**src/rtl/pwm_tmr_pkg.sv**
```systemverilog
package pwm_tmr_pkg;

  typedef enum logic [1:0] {
    MODE_UP   = 2'd0,
    MODE_UPDN = 2'd1,
    MODE_DN   = 2'd2,
    MODE_HOLD = 2'd3
  } tmr_mode_e;

  typedef enum logic {
    DIR_UP = 1'b0,
    DIR_DN = 1'b1
  } tmr_dir_e;

  localparam int unsigned ADDR_CTRL = 0;
  localparam int unsigned ADDR_CNT  = 1;
  localparam int unsigned ADDR_CMP  = 2;
  localparam int unsigned ADDR_PER  = 3;
  localparam int unsigned ADDR_FLG  = 4;
  localparam int unsigned ADDR_MSK  = 5;

  localparam int unsigned NEV     = 3;
  localparam int unsigned EV_PER  = 0;
  localparam int unsigned EV_CMP  = 1;
  localparam int unsigned EV_ZERO = 2;

endpackage

```
**src/rtl/pwm_tmr_prescaler.sv**
```systemverilog
module pwm_tmr_prescaler #(
  parameter int unsigned PS_W = 3
) (
  input  logic            clk,
  input  logic            rst_n,
  input  logic            enable_i,
  input  logic            clk_en_i,
  input  logic [PS_W-1:0] ps_i,
  output logic            tick_o
);
  localparam int unsigned DIV_W = (1 << PS_W) - 1;

  logic [DIV_W-1:0] div_q, div_d;
  logic [DIV_W-1:0] msk;

  always_comb begin
    for (int i = 0; i < DIV_W; i++) begin
      msk[i] = (i < int'(ps_i));
    end
  end

  always_comb begin
    div_d = div_q;
    if (!enable_i) begin
      div_d = '0;
    end else if (clk_en_i) begin
      div_d = div_q + 1'b1;
    end
  end

  always_ff @(posedge clk or negedge rst_n) begin
    if (!rst_n) begin
      div_q <= '0;
    end else begin
      div_q <= div_d;
    end
  end

  assign tick_o = enable_i && clk_en_i && ((div_q & msk) == msk);

  // With the fastest setting every enabled clock must tick
  assert_full_rate_R6: assert property (@(posedge clk) disable iff (!rst_n)
    (enable_i && clk_en_i && ps_i == '0) |-> tick_o);

endmodule

```
**src/rtl/pwm_tmr_counter.sv**
```systemverilog
module pwm_tmr_counter
  import pwm_tmr_pkg::*;
#(
  parameter int unsigned CNT_W = 16
) (
  input  logic             clk,
  input  logic             rst_n,
  input  logic             enable_i,
  input  logic             tick_i,
  input  tmr_mode_e        mode_i,
  input  logic             cnt_wr_i,
  input  logic [CNT_W-1:0] cnt_wdata_i,
  input  logic [CNT_W-1:0] per_hold_i,
  input  logic [CNT_W-1:0] cmp_hold_i,
  output logic [CNT_W-1:0] cnt_o,
  output logic [CNT_W-1:0] cmp_act_o,
  output logic [NEV-1:0]   ev_o
);
  localparam logic [CNT_W-1:0] ONE = CNT_W'(1);

  logic [CNT_W-1:0] cnt_q, cnt_d;
  logic [CNT_W-1:0] per_q, per_d;
  logic [CNT_W-1:0] cmp_q, cmp_d;
  tmr_dir_e         dir_q, dir_d;
  logic             load;

  always_comb begin
    cnt_d = cnt_q;
    dir_d = dir_q;
    if (!enable_i) begin
      dir_d = DIR_UP;
    end
    if (tick_i) begin
      unique case (mode_i)
        MODE_UP: begin
          cnt_d = (cnt_q == per_q) ? '0 : cnt_q + ONE;
        end
        MODE_UPDN: begin
          if (dir_q == DIR_UP) begin
            if (cnt_q == per_q) begin
              dir_d = DIR_DN;
              cnt_d = (per_q == '0) ? '0 : per_q - ONE;
            end else begin
              cnt_d = cnt_q + ONE;
            end
          end else begin
            if (cnt_q == '0) begin
              dir_d = DIR_UP;
              cnt_d = (per_q == '0) ? '0 : ONE;
            end else begin
              cnt_d = cnt_q - ONE;
            end
          end
        end
        MODE_DN: begin
          cnt_d = (cnt_q == '0) ? per_q : cnt_q - ONE;
        end
        default: begin
          cnt_d = cnt_q;
        end
      endcase
    end
    if (cnt_wr_i) begin
      cnt_d = cnt_wdata_i;
    end
  end

  always_comb begin
    load  = !enable_i || (tick_i && cnt_d == '0);
    per_d = load ? per_hold_i : per_q;
    cmp_d = load ? cmp_hold_i : cmp_q;
  end

  always_ff @(posedge clk or negedge rst_n) begin
    if (!rst_n) begin
      cnt_q <= '0;
      dir_q <= DIR_UP;
      per_q <= '0;
      cmp_q <= '0;
    end else begin
      cnt_q <= cnt_d;
      dir_q <= dir_d;
      per_q <= per_d;
      cmp_q <= cmp_d;
    end
  end

  always_comb begin
    ev_o          = '0;
    ev_o[EV_PER]  = tick_i && (cnt_q == per_q);
    ev_o[EV_CMP]  = tick_i && (cnt_q == cmp_q);
    ev_o[EV_ZERO] = tick_i && (cnt_q == '0);
  end

  assign cnt_o     = cnt_q;
  assign cmp_act_o = cmp_q;

  assert_up_wrap_R3: assert property (@(posedge clk) disable iff (!rst_n)
    (tick_i && mode_i == MODE_UP && cnt_q == per_q && !cnt_wr_i) |=> (cnt_q == '0));

  assert_updn_turn_R4: assert property (@(posedge clk) disable iff (!rst_n)
    (tick_i && mode_i == MODE_UPDN && dir_q == DIR_UP && cnt_q == per_q &&
     per_q != '0 && !cnt_wr_i) |=> (cnt_q == $past(per_q) - ONE));

  assert_dn_reload_R5: assert property (@(posedge clk) disable iff (!rst_n)
    (tick_i && mode_i == MODE_DN && cnt_q == '0 && !cnt_wr_i) |=> (cnt_q == $past(per_q)));

  assert_hold_no_tick_R6: assert property (@(posedge clk) disable iff (!rst_n)
    (!tick_i && !cnt_wr_i) |=> $stable(cnt_q));

  assert_period_stable_R8: assert property (@(posedge clk) disable iff (!rst_n)
    (enable_i && !(tick_i && cnt_d == '0)) |=> $stable(per_q));

endmodule

```
**src/rtl/pwm_tmr_events.sv**
```systemverilog
module pwm_tmr_events
  import pwm_tmr_pkg::*;
(
  input  logic           clk,
  input  logic           rst_n,
  input  logic           tick_i,
  input  logic [NEV-1:0] ev_i,
  input  logic           clr_wr_i,
  input  logic [NEV-1:0] clr_bits_i,
  input  logic [NEV-1:0] mask_i,
  input  logic           adc_sel_i,
  output logic [NEV-1:0] flags_o,
  output logic           irq_o,
  output logic           adc_trig_o
);
  logic [NEV-1:0] flg_q, flg_d;
  logic           trg_q, trg_d;

  always_comb begin
    flg_d = flg_q;
    if (clr_wr_i) begin
      flg_d = flg_d & ~clr_bits_i;
    end
    flg_d = flg_d | ev_i;
    trg_d = adc_sel_i ? ev_i[EV_PER] : ev_i[EV_ZERO];
  end

  always_ff @(posedge clk or negedge rst_n) begin
    if (!rst_n) begin
      flg_q <= '0;
      trg_q <= 1'b0;
    end else begin
      flg_q <= flg_d;
      trg_q <= trg_d;
    end
  end

  assign flags_o    = flg_q;
  assign irq_o      = |(flg_q & mask_i);
  assign adc_trig_o = trg_q;

  assert_flag_sticky_R9: assert property (@(posedge clk) disable iff (!rst_n)
    (flg_q[EV_ZERO] && !(clr_wr_i && clr_bits_i[EV_ZERO])) |=> flg_q[EV_ZERO]);

  assert_trig_after_tick_R11: assert property (@(posedge clk) disable iff (!rst_n)
    adc_trig_o |-> $past(tick_i));

  assert_trig_sets_flag_R11: assert property (@(posedge clk) disable iff (!rst_n)
    adc_trig_o |-> (flg_q[EV_ZERO] || flg_q[EV_PER]));

endmodule

```
**src/rtl/pwm_gp_timer.sv**
```systemverilog
module pwm_gp_timer
  import pwm_tmr_pkg::*;
#(
  parameter int unsigned CNT_W = 16,
  parameter int unsigned PS_W  = 3,
  parameter int unsigned AW    = 3
) (
  input  logic             clk,
  input  logic             rst_n,
  input  logic             clk_en,
  input  logic             wr_en,
  input  logic [AW-1:0]    wr_addr,
  input  logic [CNT_W-1:0] wr_data,
  input  logic [AW-1:0]    rd_addr,
  output logic [CNT_W-1:0] rd_data,
  output logic             pwm_out,
  output logic             adc_trig,
  output logic             irq
);
  localparam int unsigned EN_BIT  = 0;
  localparam int unsigned MODE_LO = 1;
  localparam int unsigned PS_LO   = 3;
  localparam int unsigned SEL_BIT = PS_LO + PS_W;
  localparam int unsigned CTRL_W  = SEL_BIT + 1;

  // reset: asynchronous assertion, synchronous release
  logic [1:0] rsync_q;
  logic       rst_i_n;

  always_ff @(posedge clk or negedge rst_n) begin
    if (!rst_n) begin
      rsync_q <= 2'b00;
    end else begin
      rsync_q <= {rsync_q[0], 1'b1};
    end
  end
  assign rst_i_n = rsync_q[1];

  // register file
  logic [CTRL_W-1:0] ctrl_q, ctrl_d;
  logic [CNT_W-1:0]  per_h_q, per_h_d;
  logic [CNT_W-1:0]  cmp_h_q, cmp_h_d;
  logic [NEV-1:0]    msk_q, msk_d;
  logic              wr_ctrl, wr_cnt, wr_cmp, wr_per, wr_flg, wr_msk;

  always_comb begin
    wr_ctrl = wr_en && (wr_addr == AW'(ADDR_CTRL));
    wr_cnt  = wr_en && (wr_addr == AW'(ADDR_CNT));
    wr_cmp  = wr_en && (wr_addr == AW'(ADDR_CMP));
    wr_per  = wr_en && (wr_addr == AW'(ADDR_PER));
    wr_flg  = wr_en && (wr_addr == AW'(ADDR_FLG));
    wr_msk  = wr_en && (wr_addr == AW'(ADDR_MSK));
    ctrl_d  = wr_ctrl ? wr_data[CTRL_W-1:0] : ctrl_q;
    per_h_d = wr_per  ? wr_data : per_h_q;
    cmp_h_d = wr_cmp  ? wr_data : cmp_h_q;
    msk_d   = wr_msk  ? wr_data[NEV-1:0] : msk_q;
  end

  always_ff @(posedge clk or negedge rst_i_n) begin
    if (!rst_i_n) begin
      ctrl_q  <= '0;
      per_h_q <= '0;
      cmp_h_q <= '0;
      msk_q   <= '0;
    end else begin
      ctrl_q  <= ctrl_d;
      per_h_q <= per_h_d;
      cmp_h_q <= cmp_h_d;
      msk_q   <= msk_d;
    end
  end

  logic            enable;
  tmr_mode_e       mode;
  logic [PS_W-1:0] ps;
  logic            adc_sel;

  assign enable  = ctrl_q[EN_BIT];
  assign mode    = tmr_mode_e'(ctrl_q[MODE_LO +: 2]);
  assign ps      = ctrl_q[PS_LO +: PS_W];
  assign adc_sel = ctrl_q[SEL_BIT];

  logic             tick;
  logic [CNT_W-1:0] cnt;
  logic [CNT_W-1:0] cmp_act;
  logic [NEV-1:0]   ev;
  logic [NEV-1:0]   flags;

  pwm_tmr_prescaler #(.PS_W(PS_W)) u_presc (
    .clk      (clk),
    .rst_n    (rst_i_n),
    .enable_i (enable),
    .clk_en_i (clk_en),
    .ps_i     (ps),
    .tick_o   (tick)
  );

  pwm_tmr_counter #(.CNT_W(CNT_W)) u_cnt (
    .clk         (clk),
    .rst_n       (rst_i_n),
    .enable_i    (enable),
    .tick_i      (tick),
    .mode_i      (mode),
    .cnt_wr_i    (wr_cnt),
    .cnt_wdata_i (wr_data),
    .per_hold_i  (per_h_q),
    .cmp_hold_i  (cmp_h_q),
    .cnt_o       (cnt),
    .cmp_act_o   (cmp_act),
    .ev_o        (ev)
  );

  pwm_tmr_events u_evt (
    .clk        (clk),
    .rst_n      (rst_i_n),
    .tick_i     (tick),
    .ev_i       (ev),
    .clr_wr_i   (wr_flg),
    .clr_bits_i (wr_data[NEV-1:0]),
    .mask_i     (msk_q),
    .adc_sel_i  (adc_sel),
    .flags_o    (flags),
    .irq_o      (irq),
    .adc_trig_o (adc_trig)
  );

  assign pwm_out = enable && (cnt < cmp_act);

  always_comb begin
    rd_data = '0;
    unique case (rd_addr)
      AW'(ADDR_CTRL): rd_data = CNT_W'(ctrl_q);
      AW'(ADDR_CNT):  rd_data = cnt;
      AW'(ADDR_CMP):  rd_data = cmp_h_q;
      AW'(ADDR_PER):  rd_data = per_h_q;
      AW'(ADDR_FLG):  rd_data = CNT_W'(flags);
      AW'(ADDR_MSK):  rd_data = CNT_W'(msk_q);
      default:        rd_data = '0;
    endcase
  end

  assert_pwm_low_off_R7: assert property (@(posedge clk) disable iff (!rst_i_n)
    !enable |-> !pwm_out);

  assert_irq_needs_mask_R10: assert property (@(posedge clk) disable iff (!rst_i_n)
    (msk_q == '0) |-> !irq);

endmodule

```
**config.mk**
```make
export PLATFORM = sky130hd
export DESIGN_NAME = pwm_gp_timer
export DESIGN_NICKNAME = d
export VERILOG_FILES = /design/src/rtl/pwm_tmr_pkg.sv /design/src/rtl/pwm_tmr_prescaler.sv /design/src/rtl/pwm_tmr_counter.sv /design/src/rtl/pwm_tmr_events.sv /design/src/rtl/pwm_gp_timer.sv
export SDC_FILE = /design/constraint.sdc
export NUM_CORES = 1
export LEC_CHECK = 0
export ABC_AREA = 1
export BUFFER_PORTS_ARGS = -buffer_cell sky130_fd_sc_hd__buf_2
export CAP_MARGIN = 20
export CELL_PAD_IN_SITES_DETAIL_PLACEMENT = 0
export CELL_PAD_IN_SITES_GLOBAL_PLACEMENT = 1
export CORE_UTILIZATION = 25
export CTS_BUF_LIST = sky130_fd_sc_hd__clkbuf_16
export CTS_CLUSTER_SIZE = 10
export DETAILED_ROUTE_END_ITERATION = 16
export GPL_ROUTABILITY_DRIVEN = 0
export GPL_TIMING_DRIVEN = 0
export PLACE_DENSITY = 0.57
export SYNTH_ARGS = -nofsm -noshare
export SYNTH_HDL_FRONTEND = slang
export SYNTH_SLANG_ARGS = --single-unit
```
**constraint.sdc**
```tcl
create_clock -name clk -period 3.2 [get_ports clk]
set_input_delay 0.16 -clock clk [delete_from_list [all_inputs] [get_ports clk]]
set_output_delay 0.16 -clock clk [all_outputs]
set_load 0.005 [all_outputs]
```
==> qor.log <==
qor: global_route.busiest_layer met2
qor: final_layout.areaGrowthSynthToFinish 15.07%
qor: drt.detailedRoute.firstPassIterationCount 5
qor: logic_synthesis.synth_fp_nets 1227
qor: outcome.outcome finished, final reports clean
qor: logic_synthesis.syn_area_per_cell 6.396 sq um
qor: sta.number_of_endpoints_with_negative_hold_slack_in_the_final_report 0
qor: die.io_pins 45
qor: sta.setup_viol 0
qor: sta.setup_slack 0.2455 ns
qor: clock_tree.htree_levels 3
qor: setup_path.cp_max_delay_cell dfrtp_2
qor: sta.timing_max_transition_violations_final 0
qor: logic_synthesis.synth_mux_area_share 0%
qor: clock_tree.clock_sinks 104
qor: logic_synthesis.netlist_top_cells_count nand2_1, inv_1, nand3_1
qor: setup_path.cpLargestDelayFamily simple AND/OR/NAND/NOR gates
qor: pwr.worst_ir_drop_vdd 0.0002690 V
qor: die.start_util 25.46%
qor: clock_tree.clk_pin_slew_worst_paths 0.08 ns
qor: logic_synthesis.fraction_of_the_mapped_netlist_area_in_compound_gates 12.12%
qor: logic_synthesis.edff_count_synth 0
qor: final_layout.num-nets-final 1286
qor: clock_tree.cts_root_buf clkbuf_16
qor: logic_synthesis.synth_largest_type_area_fraction 34.48%
qor: clock_tree.clockBufferDepth 2
qor: logic_synthesis.synth_top_family_by_area simple AND/OR/NAND/NOR gates
qor: drt.drtAntennaViolNets 0
qor: sta.period_share 92.33%
qor: pwr.power_density 720.8 nW/um^2
qor: setup_path.data_required_time_of_the_critical_path 3.50 ns
qor: setup_path.most_frequent_cell_on_the_critical_path nand2_1
qor: logic_synthesis.async_flop_share 100.0%
qor: drt.wire_per_inst 17.88 um
qor: drt.drc_errors 0
qor: global_route.grt_use_met3 1.342%
qor: sta.finClkSkew 0.008452 ns
qor: logic_synthesis.postSynthRegisterBits 104
qor: setup_path.timing.critical_path.buf_inv 3
qor: setup_path.critical_path.max_stage_delay 0.46 ns
qor: die.std_cell_rows 63
qor: global_route.grt_max_degree 54
qor: setup_path.endpoint_kind flip-flop
qor: global_route.met1_layer_usage_reported_by_global_route 27.59%
qor: setup_path.path_cells inv_2 > ha_2 > nand2_2 > nor2_2 > nand2_1 > clkbuf_4 > nand2_1 > nand3_1 > nand2_1 > nand2_1 > nand2_1 > nand2_1 > nand2_1 > nand2_1 > nor2_1 > nand2_1 > nor2_2 > nand3_4 > nand2_4 > buf_6 > nand2_1 > nand2_1
qor: final_layout.diodes 0
qor: die.die_area 30890 sq um
qor: sta.relSlewSlack 37.63%
qor: final_layout.design_area 8685 sq um
qor: setup_path.worst_setup_path_start_kind flip-flop
qor: logic_synthesis.sequential_to_total_area_share_from_yosys_stat 34.48%
qor: logic_synthesis.yosysMostFrequentCell nand2_1
qor: clock_tree.tritoncts_clock_tree done
qor: place.postPlaceCellArea 8282 sq um
qor: global_route.grt_first_pass_wirelength 45480 um
qor: global_route.global_route.overflow_total 0
qor: logic_synthesis.netlist_top_cells_area dfrtp_1, nand2_1, nand3_1
qor: logic_synthesis.synth_flop_type dfrtp_1
qor: global_route.number_of_antenna_violations_at_the_first_check_in_global_routing 0
qor: place.detailed_place_hpwl 24100 um
qor: global_route.grt.met2_usage 31.93%
qor: clock_tree.cts_inserted_buffers 9
qor: sta.maxClockFrequency 338.5 MHz
qor: sta.tightest_slew 0.9321 ns
qor: logic_synthesis.post_synth_xor_area_fraction 1.857%
qor: logic_synthesis.synthDistinctLibCells 37
qor: final_layout.layout.core_utilization 29.30%
qor: logic_synthesis.synth_area 7547 sq um
qor: die.chipHeight 175.8 um
qor: setup_path.worst-setup-path-type reg -> reg
qor: job.max_cap_viol_count 0
qor: setup_path.maximum_fanout_encountered_on_the_critical_timing_path 10
qor: drt.drt-vias-per-instance 4.657
qor: drt.vias 7610
qor: logic_synthesis.synth.largest_area_cell dfrtp_1
qor: drt.totalWireLength 29220 um
qor: die.die_w 175.8 um
qor: setup_path.critical_path_arrival 3.25 ns
qor: logic_synthesis.synth_simple_gate_area_share 37.60%
qor: min_path.hold_path.class in -> reg
qor: logic_synthesis.synthCells 1180
qor: drt.initialDrtViolationCount 605
qor: pwr.cellLeakagePower 4.345 nW
qor: sta.fin_tns_setup 0 ns
qor: logic_synthesis.synthAdderAreaFrac 3.481%
qor: global_route.gr-usage-all-layers 19.55%
qor: die.placeableCoreArea 29640 sq um
qor: place.place_worst_setup_slack -0.06145 ns
qor: final_layout.post_route_cells_drive_above_1_share 10.93%
qor: clock_tree.clock_latency 0.36 ns
qor: sta.finalWorstPathRequiredPeriod 2.954 ns
qor: place.numPortBuffers 43
qor: logic_synthesis.yosys_warnings 0
qor: global_route.via_count_of_the_first_global_routing_pass 7579
## layout make-up
type / instances / area [sq um]
Fill cell: 3420 / 20950
Multi-Input combinational cell: 887 / 4220
Sequential cell: 104 / 2616
Inverter: 141 / 539.3
Tap cell: 390 / 488.0
Timing Repair Buffer: 48 / 275.3
Buffer: 48 / 274.0
Clock buffer: 9 / 225.2
Clock inverter: 7 / 46.29
## repair_timing
action	4_1_cts	5_1_grt
buffers inserted	1	2
setup endpoints to repair	30	32
gates resized for setup	7	35
pin swaps	2	3
endpoints found under the hold margin	2	0
hold buffers	1	0
## metrics by stage
step,total power [W],hold WS (ns),std cells
floorplan,0.004108,-0.1356,1180
global placement,0.005106,-0.05448,1613
detailed placement,0.005113,-0.05189,1614
CTS,0.006202,0.04195,1632
global route,0.006867,0.05265,1634
finish,0.006260,0.05534,1634
## path summary, 6_finish.rpt
| check | start | endpoint | slack [ns] | cells past startpoint |
|---|---|---|---|---|
| min in group asynchronous | rst_n | rsync_q[1] | 0.12 | 2 |
| setup reg to reg | u_cnt.per_q[0] | u_cnt.per_q[3] | 0.25 | 22 |
| max in group asynchronous | rsync_q[1] | u_cnt.cnt_o[0] | 2.05 | 1 |
| setup / recovery | u_cnt.per_q[0] | u_cnt.per_q[3] | 0.25 | 22 |
| hold reg to reg | rsync_q[0] | rsync_q[1] | 0.35 | 0 |
| hold / removal | wr_data[1] | u_cnt.cnt_o[1] | 0.06 | 3 |
## worst min-delay path: cells and delay by family
| family | cells | cell delay, ns |
|---|---|---|
| and+or+nand+nor | 2 | 0.12 |
| buffers and inverters | 1 | 0.09 |
## cell usage in the layout (no fill, tap or decap), types with 2 or more instances in the layout
cell        instances
nand2_1           416
inv_1             118
nand3_1           112
nor2_1             95
dfrtp_1            95
o21ai_0            73
a21oi_1            63
buf_2              49
nand4_1            29
clkbuf_1           22
ha_1               19
xor2_1             16
inv_2              14
nor2_2             13
o221ai_1           12
buf_4               9
clkbuf_16           9
dfrtp_2             8
clkinv_1            7
buf_6               7
nor3_1              6
o2111ai_1           4
buf_1               4
clkinvlp_4          4
nand2_2             3
clkbuf_4            3
a221oi_1            3
nor2_4              2
nand2_4             2
nand3b_1            2
o21ai_1             2
o22ai_1             2
ha_2                2
inv_6               2
clkinv_2            2
## registers in the layout (all words and copies together), names as in the netlist
signal,flops
u_evt.flags_o,3
u_cnt.cmp_act_o,16
rsync_q,2
ctrl_q,7
cmp_h_q,16
u_evt.adc_trig_o,1
msk_q,3
u_cnt.per_q,16
u_cnt.cnt_o,16
u_cnt.dir_q,1
per_h_q,16
u_presc.div_q,7
## cell families (layout without fill, tap and decap cells)
| logic type | after synthesis | after routing |
|---|---|---|
| buffers and inverters | 189 | 253 |
| DFF | 104 | 104 |
| and+or+nand+nor | 684 | 684 |
| AOI/OAI and AO/OA | 165 | 165 |
| adders and majority gates | 21 | 21 |
| other | 1 | 1 |
| xor gates and xnor gates | 16 | 16 |
## routing by layer
metal | vias up | wire length, um
li1 | 3931 | -
met1 | 3507 | 14300
met2 | 144 | 13580
met3 | 28 | 818
met4 | 0 | 523
met5 | - | 0
## where the power goes
part | internal, W | leakage (nW) | switching [W]
clock network | 0.000529 | 0.133 | 0.000524
registers | 0.00165 | 1.30 | 0.000520
logic | 0.00104 | 2.91 | 0.00200
total | 0.00322 | 4.35 | 0.00304
Power figures use the tool's default switching activity.
